==> src/rtl/rtc_pkg.sv <==
`timescale 1ns/1ps
package rtc_pkg;

    localparam int ADDR_W = 4;
    localparam int DATA_W = 8;

    typedef enum logic [3:0] {
        A_CTRL = 4'h0,
        A_OSC  = 4'h1,
        A_SEC  = 4'h2,
        A_MIN  = 4'h3,
        A_HOUR = 4'h4,
        A_WDAY = 4'h5,
        A_DATE = 4'h6,
        A_MON  = 4'h7,
        A_YEAR = 4'h8
    } reg_addr_e;

    // bit positions in the control and oscillator registers
    localparam int CTL_SNAP = 0;
    localparam int CTL_HOLD = 1;
    localparam int CTL_AUD  = 2;
    localparam int CTL_CENT = 6;
    localparam int OSC_HALT = 7;

    typedef struct packed {
        logic [6:0] sec;
        logic [6:0] min;
        logic [5:0] hour;
        logic [2:0] wday;
        logic [5:0] date;
        logic [4:0] mon;
        logic [7:0] year;
    } tod_t;

    localparam tod_t TOD_RESET = '{sec: 7'h00, min: 7'h00, hour: 6'h00,
                                   wday: 3'd1, date: 6'h01, mon: 5'h01,
                                   year: 8'h00};

    // add one to a two-digit BCD value, no wrap handling
    function automatic logic [7:0] bcd_next(input logic [7:0] v);
        if (v[3:0] == 4'd9)
            return {v[7:4] + 4'd1, 4'd0};
        else
            return {v[7:4], v[3:0] + 4'd1};
    endfunction

    // last valid date of a month, BCD; leap when year is a multiple of 4
    function automatic logic [5:0] month_last(input logic [4:0] mon, input logic [7:0] yr);
        logic leap;
        leap = yr[4] ? (yr[3:0] == 4'd2 || yr[3:0] == 4'd6)
                     : (yr[3:0] == 4'd0 || yr[3:0] == 4'd4 || yr[3:0] == 4'd8);
        case (mon)
            5'h02:                      return leap ? 6'h29 : 6'h28;
            5'h04, 5'h06, 5'h09, 5'h11: return 6'h30;
            default:                    return 6'h31;
        endcase
    endfunction

endpackage

==> src/rtl/rtc_prescaler.sv <==
`timescale 1ns/1ps
module rtc_prescaler #(
    parameter int TICK_DIV  = 32768,
    parameter int AUDIT_DIV = 64
) (
    input  logic clk,
    input  logic rst,
    input  logic osc_ce,
    input  logic run,
    output logic tick,
    output logic audit_sq
);
    localparam int TW = (TICK_DIV > 1) ? $clog2(TICK_DIV) : 1;
    localparam int AH = (AUDIT_DIV > 1) ? AUDIT_DIV / 2 : 1;
    localparam int AW = (AH > 1) ? $clog2(AH) : 1;
    localparam logic [TW-1:0] T_LAST = TW'(TICK_DIV - 1);
    localparam logic [AW-1:0] A_LAST = AW'(AH - 1);

    logic          step;
    logic [TW-1:0] tcnt_q;
    logic [AW-1:0] acnt_q;
    logic          sq_q;

    assign step     = osc_ce && run;
    assign tick     = step && (tcnt_q == T_LAST);
    assign audit_sq = sq_q;

    always_ff @(posedge clk) begin
        if (rst) begin
            tcnt_q <= '0;
            acnt_q <= '0;
            sq_q   <= 1'b0;
        end else if (step) begin
            tcnt_q <= (tcnt_q == T_LAST) ? '0 : tcnt_q + 1'b1;
            if (acnt_q == A_LAST) begin
                acnt_q <= '0;
                sq_q   <= ~sq_q;
            end else begin
                acnt_q <= acnt_q + 1'b1;
            end
        end
    end

    AST_TICK_SPACING: assert property (@(posedge clk) disable iff (rst)
        tick |=> !tick);

endmodule

==> src/rtl/rtc_tod_counters.sv <==
`timescale 1ns/1ps
module rtc_tod_counters
    import rtc_pkg::*;
(
    input  logic clk,
    input  logic rst,
    input  logic adv,
    input  logic load,
    input  tod_t load_val,
    output tod_t tod,
    output logic year_wrap
);
    tod_t tod_q, nxt;
    logic c_min, c_hour, c_day, c_mon, c_year;

    always_comb begin
        c_min  = adv && (tod_q.sec == 7'h59);
        c_hour = c_min && (tod_q.min == 7'h59);
        c_day  = c_hour && (tod_q.hour == 6'h23);
        c_mon  = c_day && (tod_q.date == month_last(tod_q.mon, tod_q.year));
        c_year = c_mon && (tod_q.mon == 5'h12);
        year_wrap = c_year && (tod_q.year == 8'h99);

        nxt = tod_q;
        if (c_min)      nxt.sec = '0;
        else if (adv)   nxt.sec = 7'(bcd_next({1'b0, tod_q.sec}));
        if (c_hour)     nxt.min = '0;
        else if (c_min) nxt.min = 7'(bcd_next({1'b0, tod_q.min}));
        if (c_day)       nxt.hour = '0;
        else if (c_hour) nxt.hour = 6'(bcd_next({2'b00, tod_q.hour}));
        if (c_day)      nxt.wday = (tod_q.wday == 3'd7) ? 3'd1 : tod_q.wday + 3'd1;
        if (c_mon)      nxt.date = 6'h01;
        else if (c_day) nxt.date = 6'(bcd_next({2'b00, tod_q.date}));
        if (c_year)     nxt.mon = 5'h01;
        else if (c_mon) nxt.mon = 5'(bcd_next({3'b000, tod_q.mon}));
        if (c_year)     nxt.year = (tod_q.year == 8'h99) ? 8'h00 : bcd_next(tod_q.year);
    end

    always_ff @(posedge clk) begin
        if (rst)       tod_q <= TOD_RESET;
        else if (load) tod_q <= load_val;
        else           tod_q <= nxt;
    end

    assign tod = tod_q;

    AST_SEC_WRAP: assert property (@(posedge clk) disable iff (rst)
        (adv && !load && tod_q.sec == 7'h59) |=> (tod_q.sec == 7'h00));
    AST_HOLD_IDLE: assert property (@(posedge clk) disable iff (rst)
        (!adv && !load) |=> $stable(tod_q));
    AST_LOAD_TAKES: assert property (@(posedge clk) disable iff (rst)
        load |=> (tod_q == $past(load_val)));

endmodule

==> src/rtl/rtc_regfile.sv <==
`timescale 1ns/1ps
module rtc_regfile
    import rtc_pkg::*;
(
    input  logic              clk,
    input  logic              rst,
    input  logic [ADDR_W-1:0] addr,
    input  logic [DATA_W-1:0] wdata,
    input  logic              we,
    input  logic              re,
    input  tod_t              live,
    input  logic              year_wrap,
    output logic [DATA_W-1:0] rdata,
    output logic              hold,
    output logic              halt,
    output logic              aud_sel,
    output logic              load,
    output tod_t              shadow
);
    reg_addr_e a;
    logic      snap_q, hold_q, aud_q, cent_q, halt_q;
    logic [6:0] trim_q;
    tod_t      shadow_q;
    logic      wr_ctrl, snap_rise, cent_clr;

    assign a         = reg_addr_e'(addr);
    assign wr_ctrl   = we && (a == A_CTRL);
    assign snap_rise = wr_ctrl && wdata[CTL_SNAP] && !snap_q;
    assign load      = wr_ctrl && !wdata[CTL_HOLD] && hold_q;
    assign cent_clr  = re && (a == A_CTRL);

    always_ff @(posedge clk) begin
        if (rst) begin
            snap_q   <= 1'b0;
            hold_q   <= 1'b0;
            aud_q    <= 1'b0;
            cent_q   <= 1'b0;
            halt_q   <= 1'b1;
            trim_q   <= '0;
            shadow_q <= TOD_RESET;
        end else begin
            if (wr_ctrl) begin
                snap_q <= wdata[CTL_SNAP];
                hold_q <= wdata[CTL_HOLD];
                aud_q  <= wdata[CTL_AUD];
            end
            // a rollover outranks a clearing read in the same cycle
            if (year_wrap)     cent_q <= 1'b1;
            else if (cent_clr) cent_q <= 1'b0;
            if (we && a == A_OSC) begin
                halt_q <= wdata[OSC_HALT];
                trim_q <= wdata[6:0];
            end
            if (snap_rise) begin
                shadow_q <= live;
            end else if (we) begin
                case (a)
                    A_SEC:   shadow_q.sec  <= wdata[6:0];
                    A_MIN:   shadow_q.min  <= wdata[6:0];
                    A_HOUR:  shadow_q.hour <= wdata[5:0];
                    A_WDAY:  shadow_q.wday <= wdata[2:0];
                    A_DATE:  shadow_q.date <= wdata[5:0];
                    A_MON:   shadow_q.mon  <= wdata[4:0];
                    A_YEAR:  shadow_q.year <= wdata;
                    default: ;
                endcase
            end
        end
    end

    always_comb begin
        case (a)
            A_CTRL:  rdata = {1'b0, cent_q, 3'b000, aud_q, hold_q, snap_q};
            A_OSC:   rdata = {halt_q, trim_q};
            A_SEC:   rdata = {1'b0, shadow_q.sec};
            A_MIN:   rdata = {1'b0, shadow_q.min};
            A_HOUR:  rdata = {2'b00, shadow_q.hour};
            A_WDAY:  rdata = {5'b00000, shadow_q.wday};
            A_DATE:  rdata = {2'b00, shadow_q.date};
            A_MON:   rdata = {3'b000, shadow_q.mon};
            A_YEAR:  rdata = shadow_q.year;
            default: rdata = '0;
        endcase
    end

    assign hold    = hold_q;
    assign halt    = halt_q;
    assign aud_sel = aud_q;
    assign shadow  = shadow_q;

    AST_CENT_SET: assert property (@(posedge clk) disable iff (rst)
        year_wrap |=> cent_q);
    AST_CENT_READ_CLEARS: assert property (@(posedge clk) disable iff (rst)
        (cent_clr && !year_wrap) |=> !cent_q);
    AST_SNAP_COPIES: assert property (@(posedge clk) disable iff (rst)
        snap_rise |=> (shadow_q == $past(live)));

endmodule

==> src/rtl/rtc_shadow_core.sv <==
`timescale 1ns/1ps
module rtc_shadow_core
    import rtc_pkg::*;
#(
    parameter int TICK_DIV  = 32768,
    parameter int AUDIT_DIV = 64
) (
    input  logic              clk,
    input  logic              rst,
    input  logic              osc_ce,
    input  logic [ADDR_W-1:0] bus_addr,
    input  logic [DATA_W-1:0] bus_wdata,
    input  logic              bus_we,
    input  logic              bus_re,
    output logic [DATA_W-1:0] bus_rdata,
    input  logic              pfail_in,
    output logic              audit_out
);
    logic tick, audit_sq, hold, halt, aud_sel, load, year_wrap;
    tod_t live, shadow;

    rtc_prescaler #(.TICK_DIV(TICK_DIV), .AUDIT_DIV(AUDIT_DIV)) u_pre (
        .clk(clk), .rst(rst), .osc_ce(osc_ce), .run(!halt),
        .tick(tick), .audit_sq(audit_sq)
    );

    rtc_tod_counters u_cnt (
        .clk(clk), .rst(rst), .adv(tick && !hold), .load(load),
        .load_val(shadow), .tod(live), .year_wrap(year_wrap)
    );

    rtc_regfile u_regs (
        .clk(clk), .rst(rst), .addr(bus_addr), .wdata(bus_wdata),
        .we(bus_we), .re(bus_re), .live(live), .year_wrap(year_wrap),
        .rdata(bus_rdata), .hold(hold), .halt(halt), .aud_sel(aud_sel),
        .load(load), .shadow(shadow)
    );

    assign audit_out = aud_sel ? audit_sq : pfail_in;

    AST_HALT_STOPS_TIME: assert property (@(posedge clk) disable iff (rst)
        (halt && !load) |=> $stable(live));

endmodule

==> config.mk <==
export PLATFORM = sky130hd
export DESIGN_NAME = rtc_shadow_core
export DESIGN_NICKNAME = d
export VERILOG_FILES = /design/src/rtl/rtc_pkg.sv /design/src/rtl/rtc_prescaler.sv /design/src/rtl/rtc_tod_counters.sv /design/src/rtl/rtc_regfile.sv /design/src/rtl/rtc_shadow_core.sv
export SDC_FILE = /design/constraint.sdc
export NUM_CORES = 1
export LEC_CHECK = 0
export ABC_CLOCK_PERIOD_IN_PS = 6600
export CORE_ASPECT_RATIO = 0.75
export CORE_MARGIN = 3
export CORE_UTILIZATION = 30
export CTS_CLUSTER_DIAMETER = 100
export DETAILED_ROUTE_END_ITERATION = 10
export DONT_BUFFER_PORTS = 1
export MAX_ROUTING_LAYER = met4
export PLACE_DENSITY_LB_ADDON = 0.12
export SLEW_MARGIN = 25
export SYNTH_ARGS = -nofsm -noshare
export SYNTH_HDL_FRONTEND = slang
export SYNTH_SLANG_ARGS = --single-unit
==> constraint.sdc <==
create_clock -name clk -period 6.6 [get_ports clk]
set_input_delay 0.33 -clock clk [delete_from_list [all_inputs] [get_ports clk]]
set_output_delay 0.33 -clock clk [all_outputs]
set_load 0.01 [all_outputs]
After elaboration in Yosys (flattened, before gate mapping):

Index checks and enable logic that the tools add are counted.

* bits in registers: 117
* bits of input ports: 18
* output and inout port bits: 9
* logic and storage cells: 178

* $add $sub $neg: 15
* equal/unequal tests: 32
* mux-type cells: 39
* bitwise operators: 1
* reduce and logical (&&, ||, !) cells: 62

Operators with widths (number)
* 2-to-1 mux 42 bit: 3
* one-hot mux 8 bit (9 select lines): 1
* 2-to-1 mux 7 bit: 8
* 2-to-1 mux 6 bit: 8
* nonzero test 3 bit: 11
* equality test 4 bit, second input constant: 8
* 2-to-1 mux 8 bit: 4
* adder 4 x 1 -> 4 bit, second input constant: 7
* AND reduction 2 bit: 14
* 2-to-1 mux 5 bit: 5
* equality test 4 x 3 -> 1 bit, second input constant: 6
* nonzero test 2 bit: 11
* logical AND 1 bit: 16
* adder 15 x 1 -> 15 bit, second input constant: 1
* equality test 15 bit, second input constant: 1
* equality test 5 bit, second input constant: 3
* 2-to-1 mux 15 bit: 1
* equality test 7 bit, second input constant: 2
* equality test 4 x 2 -> 1 bit, second input constant: 3
* one-hot mux 6 bit (2 select lines): 1
* equality test 5 x 3 -> 1 bit, second input constant: 2
* adder 3 x 1 -> 3 bit, second input constant: 3
* 2-to-1 mux 3 bit: 3
* equality test 8 bit, second input constant: 1
* other kinds (15): 26

Depth between registers and ports, before layout:

Gate-level depths: netlist (run 1).

* depth in word-level cells: 11
* gate-level depth with buffers: 9
* depth with buffers taken out: 8

Hierarchy:

From an unflattened synthesis (run 1), not the netlist that was laid out.

* cells, all modules: 882
* area, all modules: 6985.4 sq um

Modules (own cells, without submodules)
* rtc_regfile: instances 1, cells each 370, area each 3015.4 sq um, sequential area each 1081.0 sq um
* rtc_tod_counters: instances 1, cells each 395, area each 2974.1 sq um, sequential area each 840.8 sq um
* rtc_prescaler: instances 1, cells each 114, area each 970.9 sq um, sequential area each 420.4 sq um
* rtc_shadow_core: instances 1, cells each 3, area each 25.0 sq um, sequential area each 0.0 sq um

Worst setup path after synthesis (run 1):

No wires, ideal clock.

* path type: flip-flop to flip-flop
* from: register u_cnt.tod_q, in the netlist u_cnt.tod[11]
* to: register u_cnt.tod_q, in the netlist u_cnt.tod[2]
* setup time: 0.091 ns
* data arrival time: 2.183 ns
* data required time: 6.509 ns
* setup slack: 4.326 ns
* stages on the path, launching flop included: 8
* path buffers: 1
* period minus slack after synthesis: 2.274 ns
* cells stage by stage: dfxtp_1 buf_2 or3b_4 nor3_4 a2111oi_2 or3_4 or4_1 a311oi_1

* word-level cells in the longest chain between the ends: 7
* elaborated cells on any way between the ends: 12
* classes of those cells: eq/ne: 7; mux: 1; reduce/logical: 4

Ends and longest elaborated chain
* from (decl): RTL line rtc_tod_counters.sv:13 `tod_t tod_q, nxt;`
* from (signal assigned): RTL line rtc_tod_counters.sv:41 `else if (load) tod_q <= load_val;`
* from (signal assigned): RTL line rtc_tod_counters.sv:42 `else tod_q <= nxt;`
* equality test 5 x 3 -> 1 bit, or another cell as far along: RTL line rtc_pkg.sv:53 `case (mon)`
* OR reduction 4 bit: RTL line rtc_pkg.sv:53
* one-hot mux 6 bit (2 select lines): RTL line rtc_pkg.sv:53
* equality test 6 bit: RTL line rtc_tod_counters.sv:20 `c_mon = c_day && (tod_q.date == month_last(tod_q.mon, tod_q.year));`
* logical AND 1 bit: RTL line rtc_tod_counters.sv:20
* logical AND 1 bit *: RTL line rtc_tod_counters.sv:21 `c_year = c_mon && (tod_q.mon == 5'h12);`
* nonzero test 2 bit (no line) *

Mark *: on every way between the ends. The rest lies on a longest branch, timed or not.
A chain may end at the register's enable or synchronous reset.

Worst setup path after layout (run 1):

* from: register u_pre.tcnt_q[12]
* to: register u_cnt.tod_q, in the netlist u_cnt.tod[14]

* word-level cells in the longest chain between the ends: 9
* elaborated cells on any way between the ends: 10
* classes of those cells: eq/ne: 1; mux: 2; reduce/logical: 7

Ends and longest elaborated chain
* from (decl): RTL line rtc_prescaler.sv:20 `logic [TW-1:0] tcnt_q;`
* from (signal assigned): RTL line rtc_prescaler.sv:34 `tcnt_q <= (tcnt_q == T_LAST) ? '0 : tcnt_q + 1'b1;`
* equality test 15 bit *: RTL line rtc_prescaler.sv:25 `assign tick = step && (tcnt_q == T_LAST);`
* logical AND 1 bit *: RTL line rtc_prescaler.sv:25
* logical AND 1 bit *: RTL line rtc_shadow_core.sv:28 `.clk(clk), .rst(rst), .adv(tick && !hold), .load(load),`
* logical AND 1 bit *: RTL line rtc_tod_counters.sv:17 `c_min = adv && (tod_q.sec == 7'h59);`
* logical AND 1 bit *: RTL line rtc_tod_counters.sv:18 `c_hour = c_min && (tod_q.min == 7'h59);`
* logical AND 1 bit *: RTL line rtc_tod_counters.sv:19 `c_day = c_hour && (tod_q.hour == 6'h23);`
* logical AND 1 bit: RTL line rtc_tod_counters.sv:20
* 2-to-1 mux 6 bit: RTL line rtc_tod_counters.sv:32 `if (c_mon) nxt.date = 6'h01;`
* 2-to-1 mux 42 bit: RTL line rtc_tod_counters.sv:41

Marked as above.

==> results of run 1 <==
## metal layers
layer / wire (um) / up-vias / global-route usage [%]
li1: - / 2990 / -
met1: 10800 / 2991 / 26.9
met2: 9250 / 166 / 27.2
met3: 1290 / 34 / 3.79
met4: 510 / 0 / 6.19
met5: 0 / - / -
## final timing paths
check | from | endpoint | slack (ns)
worst min-delay path | rst | u_cnt.tod[7] | 0.04
worst min register to register | u_pre.acnt_q[4] | u_pre.acnt_q[4] | 0.48
worst max-delay path | u_pre.tcnt_q[12] | u_cnt.tod[14] | 3.31
worst max register to register | u_pre.tcnt_q[12] | u_cnt.tod[14] | 3.31
## final cells by class
type	instances	area [um2]	area share [%]
multi-input combinational	627	3930	53.0
sequential	117	2340	31.6
clock buffer	19	443	5.98
tap	288	360	4.86
clock inverter	13	158	2.13
timing repair buffer	9	95.1	1.28
inverter	22	82.6	1.11
## power groups by stage
stage	Combinational (mW)	Sequential (mW)	Clock [mW]
after detailed placement	0.0660	0.739	0
after global routing	0.0880	0.724	1.01
after global placement	0.0657	0.739	0
after CTS	0.0809	0.723	0.975
final	0.0818	0.724	0.958
after floorplan	0.0613	0.735	0
## flip-flops by register name, summed over array words and instances, names as in the netlist
name,count
u_cnt.tod,42
u_regs.shadow,42
u_pre.tcnt_q,15
u_regs.trim_q,7
u_pre.acnt_q,5
u_pre.audit_sq,1
u_regs.aud_sel,1
u_regs.cent_q,1
u_regs.halt,1
u_regs.hold,1
u_regs.snap_q,1
## per-stage QoR
| stage | setup slack (ns) | power (mW) | instances |
|---|---|---|---|
| 2_1_floorplan | 4.33 | 0.796 | 823 |
| 3_3_place_gp | 3.53 | 0.804 | 1060 |
| 3_5_place_dp | 3.38 | 0.805 | 1060 |
| 4_1_cts | 3.38 | 1.78 | 1095 |
| 5_1_grt | 3.15 | 1.82 | 1095 |
| 6_report | 3.31 | 1.76 | 1095 |
## logic make-up (layout without fill, tap and decap cells)
group,after synthesis,after routing,synth area share [%]
AO/OA/AOI/OAI,218,218,22.1
XOR/XNOR,16,16,2.14
adder cells (fa/ha/maj),20,20,3.81
buffers and inverters,79,63,4.96
flip-flops,117,117,35.7
multiplexers,27,27,4.59
AND/OR/NAND/NOR,346,346,26.7
## layout by cell type (no fill, tap or decap), types with 5 or more instances in the layout
cell       count
a211oi_1      57
a21o_1         6
a21oi_1       62
a311oi_1      11
a31oi_1       11
and3_1         7
buf_4          6
clkbuf_16     17
dfxtp_1      117
ha_1          20
inv_1         21
mux2_2         5
mux2i_1       20
nand2_1       45
nand2b_1       6
nand3_1       27
nand3b_1      11
nand4_1       14
nor2_1       127
nor2b_1        9
nor3_1        47
nor4_1         5
nor4_2         5
o211ai_1       6
o21ai_0       21
o21ai_1       11
or3_1          5
xnor2_1        7
xor2_1         9
## worst max-delay path: cells and delay by family (launching register included)
| kind | cells | cell delay (ns) |
|---|---|---|
| AO/OA/AOI/OAI | 1 | 0.24 |
| flip-flops | 1 | 0.41 |
| AND/OR/NAND/NOR | 4 | 2.53 |
==> metrics.csv, run 1 <==
metric,value,unit
status,completed,
grt_max_degree,45,
die_y,134,um
p_per_area,238,nW/um2
gp_congestion,0.824,
ioPinCount,27,
synth_edf_count,0,
syn_to_final_growth,12.9,%
n_antenna_cell,0,
reg2reg_depth,5,
drt_iter0_markers,470,
avgSynthCellArea,7.97,um2
synth_ff_type,dfxtp_1,
start_util,30.8,%
clock_latency,0.42,ns
synth_top_area_share,35.7,%
cp.required,6.93,ns
first_pass_iters,7,
end_kind,flip-flop,
num_vias,6181,
overflow,0,
cap_violations,0,
via_per_inst,5.64,
grt_pass1_wl,33.7,mm
fin_hold_ws,0.0425,ns
netlist_area,6560,um2
hold_path_class,in2reg,
clk_pin_slew,0.06,ns
max-slew-margin-rel,27.2,%
p_sw,421,uW
whs_path_depth,1,
final_net_count,832,
drc_errors,0,
cp_slowest_cell,nand4_1,
yosys_warnings,0,
antenna_found_initial,0,
crit_chain,nand3_1 > nor3_2 > nand4_1 > or4_1 > a211oi_1,
setup_viol,0,
routed_wl,21.9,mm
skew,0.00851,ns
slew_viol_final,0,
p_leak,2.57,nW
finish.utilization,34.8,%
num-fill-cells,2210,
core-area,21300,um2
grt_usage,19.0,%
seqPwrFrac,41.0,%
grt_pass1_vias,5694,
postRouteAntennaNets,0,
die_area,23700,um2
io_buffers,0,
rsz0062_at_grt,false,
postLayoutCellArea,7410,um2
crit_path_start_kind,flip-flop,
numCtsBuffers,17,
fmax,0.304,GHz
ys_top_cells_by_count,"127 x nor2_1, 117 x dfxtp_1, 62 x a21oi_1, 57 x a211oi_1, 47 x nor3_1",
post_cts_resized,0,
power.share.switching,23.9,%
synth_top_cell_by_area,dfxtp_1,
tns,0,ns
layout-drive-gt1-share,7.93,%
peakVddDrop,0.156,mV
critPathMaxStageDelay,0.87,ns
clockPowerShare,54.3,%
share_comb_of_total_power,4.6,%
post_cts_buffers,0,
post_drt_wl_per_cell,20.0,um
crit_type,reg2reg,
yosysSeqAreaShare,35.7,%
layout_min_cycle_time,3.29,ns
async_flop_share,0,%
crit_arrival,3.62,ns
cts_hold_buf,3,
cts_max_path_buffers,2,
cts-root-buf,clkbuf_16,
worst_slew_pin_slew,1.09,ns
post-synth-top-count-cell,nor2_1,
synthCells,823,
min_period_over_period,49.9,%
rows,46,
ys_ff_latch,117,
ys_types,71,
synth_area_leaders,"dfxtp_1 36%, nor2_1 7.3%, a211oi_1 6.5%",
clock_sinks,117,
p_int,1.34,mW
htree_levels,4,
place_area,6750,um2
cts_tree,yes,
dp.final_hpwl,14.3,mm
cp_max_fo,17,
die_w,177,um
hold_viol,0,
synth_nets,861,
Power figures use the tool's default switching activity.
==> run 2, diff against run 1 <==
Settings changed: ABC_AREA from default to 1, ABC_CLOCK_PERIOD_IN_PS 6600 to 2820.
Clock period 6.6 ns to 2.82 ns, I/O delays scaled along.
==> run 2 against run 1 <==
  * Largest power group unchanged
  * Die area is 2.1% lower
  * Critical path depth is 8 higher
  * Area after synthesis fell by 2.2%
  * Clock skew up 0.0040 ns
  * Sequential power up 130%
  * Critical path type unchanged
  * Maximum frequency up 33%
==> metrics.csv, run 2 <==
metric,value,unit
status,completed,
async_flop_share,0,%
syn_to_final_growth,16.5,%
slew_viol_final,0,
cts_tree,yes,
cp.required,3.18,ns
ys_top_cells_by_count,"160 x nand2_1, 118 x inv_1, 117 x dfxtp_1, 108 x o21ai_0, 92 x nor2_1",
routed_wl,22.0,mm
max-slew-margin-rel,49.8,%
synthCells,919,
end_kind,flip-flop,
avgSynthCellArea,6.99,um2
mostFrequentLayoutCell,nand2_1,
fmax,0.403,GHz
hold_path_class,in2reg,
crit_chain,ha_1 > nand3_1 > nor3_2 > nand3_1 > nor2_1 > nand3_1 > nand2_1 > inv_1 > nand2_1 > nand2_1 > clkinv_1 > nor2_1 > nor2_1,
overflow,0,
ys_types,45,
setup_ws,0.338,ns
grt_pass1_wl,34.8,mm
die_area,23200,um2
clk_pin_slew,0.06,ns
synth_ff_type,dfxtp_1,
clock_latency,0.42,ns
critPathMaxStageDelay,0.38,ns
skew,0.0125,ns
dp.final_hpwl,15.7,mm
drc_errors,0,
peakVddDrop,0.351,mV
first_pass_iters,5,
htree_levels,4,
netlist_area,6420,um2
layout-drive-gt1-share,9.10,%
gp_congestion,0.849,
p_per_area,569,nW/um2
yosysSeqAreaShare,36.5,%
die_w,175,um
rsz0062_at_grt,false,
cts-root-buf,clkbuf_16,
synth_nets,957,
p_leak,2.84,nW
num_vias,6210,
fin_hold_ws,0.0369,ns
crit_path_start_kind,flip-flop,
p_total,4.25,mW
place_area,6730,um2
synth_area_leaders,"dfxtp_1 36%, nand2_1 9.4%, o21ai_0 8.4%",
layout_common_cells,"160 x nand2_1, 118 x inv_1, 117 x dfxtp_1",
final_net_count,970,
synth_top_area_share,36.5,%
rows,45,
cap_violations,0,
grt_pass1_vias,5711,
grt_max_degree,39,
numCtsBuffers,17,
synth_edf_count,0,
antenna_found_initial,1,
io_buffers,0,
finish.utilization,36.3,%
yosys_warnings,0,
core-area,20600,um2
min_period_over_period,88.0,%
cp_max_fo,9,
die_y,133,um
grt_usage,20.0,%
tns,0,ns
synth_top_cell_by_area,dfxtp_1,
r2r_setup_slack,0.34,ns
start_util,31.2,%
crit_type,reg2reg,
post-place-ws,0.411,ns
via_per_inst,5.06,
postLayoutCellArea,7480,um2
ys_ff_latch,117,
post_cts_buffers,0,
hold_viol,0,
worst_slew_pin_slew,0.751,ns
layout_min_cycle_time,2.48,ns
cp_slowest_cell,dfxtp_1,
layout.cells.non_filler,1228,
cts_max_path_buffers,2,
crit_arrival,2.84,ns
clock_sinks,117,
ioPinCount,27,
postRouteAntennaNets,0,
post-synth-top-count-cell,nand2_1,
post_drt_wl_per_cell,17.9,um
setup_viol,0,
drt_iter0_markers,570,
place_inst,1185,
-- run 2: path summary, 6_finish.rpt --
kind / startpoint / to / cells past startpoint
worst min register to register: u_regs.trim_q[5] / u_regs.trim_q[5] / 2
worst max register to register: u_pre.tcnt_q[0] / u_cnt.tod[26] / 13
worst min-delay path: rst / u_pre.tcnt_q[2] / 2
worst max-delay path: u_pre.tcnt_q[0] / u_cnt.tod[26] / 13
-- run 2: power by group --
part | total, mW | internal, mW | switching (mW)
combinational | 0.182 | 0.0519 | 0.130
sequential | 1.69 | 1.67 | 0.0143
clock | 2.38 | 1.56 | 0.819
total | 4.25 | 3.29 | 0.963
-- run 2: cell type report --
| type | count | area, um2 |
|---|---|---|
| fillers | 2259 | 13100 |
| multi-input cells | 646 | 3450 |
| inverters | 127 | 478 |
| flip-flops and latches | 117 | 2340 |
| clock buffers | 22 | 484 |
| well taps | 282 | 353 |
| clock inverters | 10 | 150 |
| repair buffers | 23 | 220 |
| diodes | 1 | 2.50 |
-- run 2: kinds of logic after synthesis --
kind of cell               after synthesis  share of synthesized area [%]
xor gates and xnor gates                20                           2.73
buffers and inverters                  156                           9.76
DFF                                    117                           36.5
adders and majority gates               20                           3.90
and+or+nand+nor                        347                           24.2
AOI/OAI and AO/OA                      259                           22.9
-- run 2: repair_timing --
item                                   in CTS  in global routing
resized for setup                           0                  0
endpoints found under the hold margin      49                  0
hold buffers                               10                  0
-- run 2: routing by layer --
metal	GRT usage (%)	vias up	part of all wire [%]
met2	25.5	156	39
li1	-	3114	-
met3	4.82	24	5.9
met1	30.4	2916	53
met5	-	-	0
met4	5.98	0	1.8
-- run 2: worst max-delay path, delay by kind of cell (launching register included) --
family,cells,cell delay [ns]
flip-flops,1,0.38
AND/OR/NAND/NOR,10,1.59
adder cells (fa/ha/maj),1,0.19
buffers and inverters,2,0.25
